**config.mk**
```make
export PLATFORM = sky130hd
export DESIGN_NAME = trace_entry_alloc
export DESIGN_NICKNAME = d
export VERILOG_FILES = /design/src/rtl/trace_alloc_pkg.sv /design/src/rtl/trace_alloc_prefix.sv /design/src/rtl/trace_alloc_check.sv /design/src/rtl/trace_alloc_state.sv /design/src/rtl/trace_entry_alloc.sv
export SDC_FILE = /design/constraint.sdc
export NUM_CORES = 1
export LEC_CHECK = 0
export ABC_AREA = 0
export BUFFER_PORTS_ARGS = -buffer_cell sky130_fd_sc_hd__buf_4
export CORE_MARGIN = 3
export CORE_UTILIZATION = 40
export CTS_CLUSTER_SIZE = 16
export DETAILED_ROUTE_END_ITERATION = 16
export GPL_TIMING_DRIVEN = 0
export SLEW_MARGIN = 20
export SYNTH_ARGS = -nofsm -noshare
export SYNTH_HDL_FRONTEND = slang
export SYNTH_HIERARCHICAL = 1
export SYNTH_SLANG_ARGS = --single-unit
```
**constraint.sdc**
```tcl
create_clock -name clk -period 6.2 [get_ports clk]
set_input_delay 1.24 -clock clk [delete_from_list [all_inputs] [get_ports clk]]
set_output_delay 1.24 -clock clk [all_outputs]
set_load 0.05 [all_outputs]
```
**src/rtl/trace_alloc_pkg.sv**
```systemverilog
// Shared fault encoding for the trace entry allocator.
package trace_alloc_pkg;
    typedef enum logic [2:0] {
        FAULT_NONE  = 3'b000,
        FAULT_PROT  = 3'b001,
        FAULT_ADDR  = 3'b010,
        FAULT_TABLE = 3'b100
    } fault_e;
endpackage

```
**src/rtl/trace_alloc_prefix.sv**
```systemverilog
// Prefix swap: exchanges page 0 with the prefix page; the mapping is its
// own inverse, so one unit serves real->absolute and absolute->real.
// Assumes ADDR_W > PAGE_W.
module trace_alloc_prefix #(
    parameter int ADDR_W = 31,
    parameter int PAGE_W = 12
) (
    input  logic [ADDR_W-1:0]        addr_i,
    input  logic [ADDR_W-PAGE_W-1:0] pfx_page_i,
    output logic [ADDR_W-1:0]        addr_o
);
    localparam int PN_W = ADDR_W - PAGE_W;

    logic [PN_W-1:0] in_page;
    assign in_page = addr_i[ADDR_W-1:PAGE_W];

    // Select the swapped or unchanged page number.
    always_comb begin
        if (in_page == '0) begin
            addr_o = {pfx_page_i, addr_i[PAGE_W-1:0]};
        end else if (in_page == pfx_page_i) begin
            addr_o = {{PN_W{1'b0}}, addr_i[PAGE_W-1:0]};
        end else begin
            addr_o = addr_i;
        end
    end
endmodule

```
**src/rtl/trace_alloc_check.sv**
```systemverilog
// Fault evaluation for a candidate entry: protection, then addressing,
// then page crossing. Assumes the protected windows start at 0 and at
// one page above 0, each LAP_SPAN bytes long.
module trace_alloc_check
    import trace_alloc_pkg::*;
#(
    parameter int ADDR_W   = 31,
    parameter int SIZE_W   = 8,
    parameter int PAGE_W   = 12,
    parameter int LAP_SPAN = 512
) (
    input  logic [ADDR_W-1:0] entry_addr_i,
    input  logic [SIZE_W-1:0] entry_size_i,
    input  logic              lap_en_i,
    input  logic [ADDR_W-1:0] main_limit_i,
    output fault_e            fault_o
);
    localparam logic [ADDR_W-1:0] LOW_END  = ADDR_W'(LAP_SPAN);
    localparam logic [ADDR_W-1:0] HIGH_BEG = ADDR_W'(1 << PAGE_W);
    localparam logic [ADDR_W-1:0] HIGH_END = ADDR_W'((1 << PAGE_W) + LAP_SPAN);

    logic [ADDR_W:0] end_addr;
    logic            lap_hit;
    logic            over_limit;
    logic            crosses;

    // Compute end address one bit wider so a wrap also counts as a crossing.
    assign end_addr   = {1'b0, entry_addr_i} + (ADDR_W+1)'(entry_size_i);
    assign crosses    = end_addr[ADDR_W:PAGE_W] != {1'b0, entry_addr_i[ADDR_W-1:PAGE_W]};
    assign over_limit = entry_addr_i > main_limit_i;
    assign lap_hit    = lap_en_i &&
                        ((entry_addr_i < LOW_END) ||
                         ((entry_addr_i >= HIGH_BEG) && (entry_addr_i < HIGH_END)));

    // Fixed-priority selection of the single reported fault.
    always_comb begin
        if (lap_hit) begin
            fault_o = FAULT_PROT;
        end else if (over_limit) begin
            fault_o = FAULT_ADDR;
        end else if (crosses) begin
            fault_o = FAULT_TABLE;
        end else begin
            fault_o = FAULT_NONE;
        end
    end
endmodule

```
**src/rtl/trace_alloc_state.sv**
```systemverilog
// State of the allocator: control register, outstanding-grant flag,
// held grant address and size, and the registered result pulses.
// Assumes the caller decodes mutually exclusive actions.
module trace_alloc_state
    import trace_alloc_pkg::*;
#(
    parameter int CR_W   = 32,
    parameter int ADDR_W = 31,
    parameter int SIZE_W = 8
) (
    input  logic              clk,
    input  logic              rst_n,
    input  logic              load_en_i,
    input  logic [CR_W-1:0]   load_val_i,
    input  logic              commit_en_i,
    input  logic [CR_W-1:0]   commit_val_i,
    input  logic              grant_en_i,
    input  logic [ADDR_W-1:0] grant_addr_i,
    input  logic [SIZE_W-1:0] grant_size_i,
    input  logic              fault_en_i,
    input  fault_e            fault_i,
    output logic [CR_W-1:0]   cr_q,
    output logic              open_q,
    output logic [ADDR_W-1:0] held_addr_q,
    output logic [SIZE_W-1:0] held_size_q,
    output logic              grant_pulse_q,
    output logic              fault_pulse_q,
    output logic [2:0]        fault_code_q
);
    // Control register update: load wins, then commit.
    always_ff @(posedge clk) begin
        if (!rst_n) begin
            cr_q <= '0;
        end else if (load_en_i) begin
            cr_q <= load_val_i;
        end else if (commit_en_i) begin
            cr_q <= commit_val_i;
        end
    end

    // Outstanding-grant flag: set by a grant, cleared by anything else that acts.
    always_ff @(posedge clk) begin
        if (!rst_n) begin
            open_q <= 1'b0;
        end else if (load_en_i || commit_en_i || fault_en_i) begin
            open_q <= 1'b0;
        end else if (grant_en_i) begin
            open_q <= 1'b1;
        end
    end

    // Hold the granted absolute address and reserved size for the commit.
    always_ff @(posedge clk) begin
        if (!rst_n) begin
            held_addr_q <= '0;
            held_size_q <= '0;
        end else if (grant_en_i) begin
            held_addr_q <= grant_addr_i;
            held_size_q <= grant_size_i;
        end
    end

    // One-cycle result pulses and the fault code that goes with them.
    always_ff @(posedge clk) begin
        if (!rst_n) begin
            grant_pulse_q <= 1'b0;
            fault_pulse_q <= 1'b0;
            fault_code_q  <= FAULT_NONE;
        end else begin
            grant_pulse_q <= grant_en_i;
            fault_pulse_q <= fault_en_i;
            fault_code_q  <= fault_en_i ? fault_i : FAULT_NONE;
        end
    end
endmodule

```
**src/rtl/trace_entry_alloc.sv**
```systemverilog
// Trace table entry allocator top. Reserve checks the pointer in the
// control register field [ADDR_W-1:FIELD_LO] and grants a prefixed
// absolute address or reports a fault. Commit advances the held address,
// converts it back to real, and merges it into the control register.
// Assumes CR_W >= ADDR_W and that prefix_page_i is stable between a
// reserve and its commit.
module trace_entry_alloc
    import trace_alloc_pkg::*;
#(
    parameter int CR_W     = 32,
    parameter int ADDR_W   = 31,
    parameter int FIELD_LO = 2,
    parameter int SIZE_W   = 8,
    parameter int PAGE_W   = 12,
    parameter int LAP_SPAN = 512
) (
    input  logic                     clk,
    input  logic                     rst_n,
    input  logic                     cr_wr_en_i,
    input  logic [CR_W-1:0]          cr_wr_data_i,
    input  logic [ADDR_W-PAGE_W-1:0] prefix_page_i,
    input  logic [ADDR_W-1:0]        main_limit_i,
    input  logic                     lap_en_i,
    input  logic                     rsv_req_i,
    input  logic [SIZE_W-1:0]        rsv_size_i,
    input  logic                     cmt_req_i,
    input  logic [SIZE_W-1:0]        cmt_size_i,
    output logic                     grant_valid_o,
    output logic [ADDR_W-1:0]        grant_addr_o,
    output logic                     exc_valid_o,
    output logic [2:0]               exc_code_o,
    output logic [CR_W-1:0]          cr_o
);
    localparam logic [CR_W-1:0] FIELD_MASK =
        ({CR_W{1'b1}} >> (CR_W - ADDR_W)) & ({CR_W{1'b1}} << FIELD_LO);

    logic [CR_W-1:0]   cr_q;
    logic              open_q;
    logic [ADDR_W-1:0] held_addr_q;
    logic [SIZE_W-1:0] held_size_q;
    logic [ADDR_W-1:0] entry_real;
    logic [ADDR_W-1:0] entry_abs;
    logic [SIZE_W-1:0] used_size;
    logic [ADDR_W-1:0] next_abs;
    logic [ADDR_W-1:0] next_real;
    logic [CR_W-1:0]   cr_commit;
    fault_e            fault;
    logic              act_commit;
    logic              act_rsv;
    logic              act_grant;
    logic              act_fault;

    // Entry address is the masked field of the control register.
    assign entry_real = cr_q[ADDR_W-1:0] & FIELD_MASK[ADDR_W-1:0];

    // Action decode: write beats commit, commit request beats reserve.
    assign act_commit = !cr_wr_en_i && cmt_req_i && open_q;
    assign act_rsv    = !cr_wr_en_i && !cmt_req_i && rsv_req_i;
    assign act_grant  = act_rsv && (fault == FAULT_NONE);
    assign act_fault  = act_rsv && (fault != FAULT_NONE);

    // Clamp the committed size to what was reserved.
    assign used_size  = (cmt_size_i > held_size_q) ? held_size_q : cmt_size_i;
    assign next_abs   = held_addr_q + ADDR_W'(used_size);

    // Merge the new real pointer into the field, keeping all other bits.
    assign cr_commit  = (cr_q & ~FIELD_MASK) |
                        ({{(CR_W-ADDR_W){1'b0}}, next_real} & FIELD_MASK);

    trace_alloc_check #(
        .ADDR_W   (ADDR_W),
        .SIZE_W   (SIZE_W),
        .PAGE_W   (PAGE_W),
        .LAP_SPAN (LAP_SPAN)
    ) u_check (
        .entry_addr_i (entry_real),
        .entry_size_i (rsv_size_i),
        .lap_en_i     (lap_en_i),
        .main_limit_i (main_limit_i),
        .fault_o      (fault)
    );

    trace_alloc_prefix #(
        .ADDR_W (ADDR_W),
        .PAGE_W (PAGE_W)
    ) u_to_abs (
        .addr_i     (entry_real),
        .pfx_page_i (prefix_page_i),
        .addr_o     (entry_abs)
    );

    trace_alloc_prefix #(
        .ADDR_W (ADDR_W),
        .PAGE_W (PAGE_W)
    ) u_to_real (
        .addr_i     (next_abs),
        .pfx_page_i (prefix_page_i),
        .addr_o     (next_real)
    );

    trace_alloc_state #(
        .CR_W   (CR_W),
        .ADDR_W (ADDR_W),
        .SIZE_W (SIZE_W)
    ) u_state (
        .clk           (clk),
        .rst_n         (rst_n),
        .load_en_i     (cr_wr_en_i),
        .load_val_i    (cr_wr_data_i),
        .commit_en_i   (act_commit),
        .commit_val_i  (cr_commit),
        .grant_en_i    (act_grant),
        .grant_addr_i  (entry_abs),
        .grant_size_i  (rsv_size_i),
        .fault_en_i    (act_fault),
        .fault_i       (fault),
        .cr_q          (cr_q),
        .open_q        (open_q),
        .held_addr_q   (held_addr_q),
        .held_size_q   (held_size_q),
        .grant_pulse_q (grant_valid_o),
        .fault_pulse_q (exc_valid_o),
        .fault_code_q  (exc_code_o)
    );

    assign grant_addr_o = held_addr_q;
    assign cr_o         = cr_q;
endmodule

```
==> impl_summary.txt <==
----------------------------------------------------
[Timing]
  Total Negative Setup Slacks ... 0 ns
  Setup skew after layout ... 0.0101 ns
  Relative slew slack ... a little under half
  Highest clock frequency the design can meet ... between 150 and 200 MHz
  Actual slew at the worst max-slew pin ... 0.794 ns
  Max Slew Vio Count ... 0
  Final-report hold violation count ... 0
  RSZ-0062 raised after global routing ... false
  Final cycle utilization of the critical path ... a little over nine tenths
  Min Clock Period, post-route ... 5.94 ns
  Setup violations, final ... 0

[Global routing]
  Vias in the first global route ... approximately 6400
  Pin count of the biggest net entering global routing ... 13
  Wire length of the first global-routing pass ... ~37 mm
  Number of antenna violations at the first check in global routing ... 0
  GRT Util Overall ... about a quarter
  Total congestion overflow after global routing ... 0

[Floorplan]
  Initial core utilization ... 41.1%
  Width of the die ... between 100 and 150 µm
  Count of pins on the block boundary ... between 150 and 200
  Std cell rows ... 48
  Die area ... 19500 µm²
  Core region area ... 17400 µm²
  Die boundary height ... 140 µm

[Routing]
  Via/cell ratio ... 5.42
  Via count ... 6767
  Total wire length ... between 20 and 25 mm
  DR WL/cell ... around 19 µm
  First-iteration detailed-routing DRC count ... 600
  Count of unresolved DRC violations after routing ... 0
  Antenna violation net count after detailed routing ... 0
  DR pass1 iterations ... 7

[Critical path]
  Count of cell instances traversed by the critical path ... 20
  End of the worst register-to-register path ... u_state/cr_q[27]$_SDFFE_PN0P_
  CP startpoint kind ... primary input
  Type of the setup path with the least slack ... in -> reg
  Flop2flop setup slack ... 0.84 ns
  Required time of the worst setup path ... 6.43 ns
  Nature of the critical path endpoint ... register
  WP buf/inv ... 2
  Library cell contributing the largest single delay on the critical path ... sky130_fd_sc_hd__or4b_1
  Family with the most delay on the worst path ... compound AO/OA/AOI/OAI gates
  Launch instance of the worst register-to-register path ... u_state/held_size_q[1]$_SDFFE_PN0P_
  List of cells traversed by the critical path ... buf_4 -> ha_1 -> nor2b_1 -> o211ai_1 -> a21oi_1 -> o22ai_4 -> mux2_2 -> ha_1 -> o211ai_1 -> o21ai_2 -> a31o_1 -> or4b_1 -> xnor2_1 -> xnor2_1 -> nand4_1 -> nor3_4 -> buf_6 -> o211ai_1 -> mux2_4 -> o211a_1
  Worst-path maximum fanout ... 10
  Cell with the most instances on the worst path ... sky130_fd_sc_hd__o211ai_1
  Worst EP arrival ... 6.17 ns
  Register-to-Register Path Depth ... 20
  Largest stage delay on the critical path ... 0.48 ns

[Power and ir drop]
  Post-layout power ... approximately 1600 µW
  Leakage power ... 0.00414 µW
  Worst ir drop on vdd ... 0.137 mV
  Total power density per cell area ... 179 nW/µm²

[Clocking]
  Clock sink total ... 77
  Clock Root Buffer ... sky130_fd_sc_hd__clkbuf_16
  Count of hold buffers inserted by post-cts repair ... 0
  TritonCTS clock tree ... yes
  Number of buffers created by CTS ... 9
  CTS H-tree depth ... 3
  Clock latency of the later-clocked register in the worst-skew pair ... 0.35 ns
  Clock Pin Slew Worst Setup and Hold Paths ... 0.06 ns
  Maximum root-to-sink buffer count ... 2

[Finish]
  Diodes inserted ... 0
  Final #Nets ... 1179
  Number of standard cells in the final layout excluding fillers ... 1249
  Synthesis-to-layout area growth ... 27.0%
  Fillcell total ... 1736
  Fraction of layout cells with a size suffix above 1 ... 28.4%

[Synth]
  Post-synthesis area per instance ... 8.65 µm²
  Number of synthesis warnings ... 6
  Gate count of the mapped netlist ... 828
  Mapped Area ... 7160 µm²

[Placement]
  IO Port Bufs ... 170
  Placed cells ... between 1000 and 1500
  Placer congestion estimate ... just over 0.9
  Final HPWL DP ... 18.7 mm

[Outcome]
  Status ... complete, no violations

[Flow run]
  Number of max-cap violations ... 0

[Worst hold path]
  Type of the worst min-delay path ... reg -> reg
  Beginning of the worst hold path ... u_state/open_q$_SDFFE_PP0P_
  Cell count of the worst hold path ... 1
  Endpoint of the worst hold path ... u_state/open_q$_SDFFE_PP0P_

----------------------------------------------------
==> where the power goes <==
part / switching, µW / leakage [µW] / internal (µW) / total (µW)
Clock: 214 / 0.000139 / 322 / 536
Sequential: 50.9 / 0.000631 / 518 / 569
Combinational: 285 / 0.00337 / 241 / 526
==> worst register-to-register path, delay by kind of cell, from the launching register on <==
| family | cells | cell delay [ns] |
|---|---|---|
| flops | 1 | 0.39 |
| compound gates | 8 | 1.54 |
| mux | 2 | 0.67 |
| xor+xnor | 2 | 0.60 |
| fa+ha+maj | 2 | 0.63 |
| buf+inv | 2 | 0.26 |
| simple gates | 4 | 1.15 |
==> worst max path at each step <==
stage / to / slack, ns / from
floorplan: u_state/cr_q[17]$_SDFFE_PN0P_ / 0.64 / cmt_size_i[1]
global placement: u_state/cr_q[26]$_SDFFE_PN0P_ / -0.49 / cmt_size_i[1]
detailed placement: u_state/cr_q[17]$_SDFFE_PN0P_ / -0.47 / cmt_size_i[1]
CTS: u_state/cr_q[17]$_SDFFE_PN0P_ / 0.09 / cmt_size_i[7]
global route: u_state/cr_q[24]$_SDFFE_PN0P_ / 0.03 / cmt_size_i[7]
finish: u_state/cr_q[27]$_SDFFE_PN0P_ / 0.26 / cmt_size_i[1]
==> state kept, by name, summed over array words and instances, names as in the netlist <==
register and cells:
u_state/cr_q 32, u_state/fault_code_q 3, u_state/fault_pulse_q 1, u_state/grant_pulse_q 1
u_state/held_addr_q 31, u_state/held_size_q 8, u_state/open_q 1
==> cell type report <==
type	instances	area, µm²	area share [%]
multi-input combinational	612	4900	53.9
clock inverter	3	46.3	0.509
inverter	82	308	3.38
buffer	62	449	4.94
timing repair buffer	176	1320	14.5
sequential	77	1540	16.9
clock buffer	12	246	2.71
tap	225	282	3.10
==> layout by cell type (no fill, tap or decap), drive strengths merged, types with 3 or more instances in the layout <==
cell / instances
inv: 82
and3: 8
or4: 3
mux2i: 40
nor2b: 41
nand2b: 15
o211a: 32
a211oi: 5
nand4: 30
nor4: 15
a21o: 4
or2b: 20
dfxtp: 77
nor2: 16
nor4b: 3
mux2: 40
and4: 5
buf: 227
a21oi: 23
nand2: 17
xnor2: 56
clkbuf: 23
nor3: 10
o21ai: 48
o211ai: 45
conb: 6
xor2: 11
ha: 54
nand3: 50
==> repair_timing <==
action	CTS	global route
gates resized for setup	2	2
hold endpoints to repair	0	0
pin swaps	1	3
buffers inserted	1	5
setup endpoints to repair	10	19
gates cloned	0	0
==> metal layers <==
layer / track usage, % / wire, µm / part of all wire (%)
met1: 34.9 / 11400 / 47
met2: 35.2 / 10500 / 44
met3: 3.78 / 1580 / 6.6
met4: 7.29 / 468 / 2.0
met5: 0 / 0 / 0
==> per-stage QoR <==
stage | worst slack, ns | hold WS [ns] | util, % | area, µm²
final | 0.257 | 0.460 | 52.2 | 9090
after global routing | 0.0298 | 0.503 | 52.2 | 9090
after CTS | 0.0894 | 0.462 | 52.0 | 9050
after detailed placement | -0.471 | 0.448 | 50.2 | 8740
after global placement | -0.495 | 0.441 | 50.2 | 8740
after floorplan | 0.640 | 0.428 | - | 7180
Power figures use the tool's default switching activity.
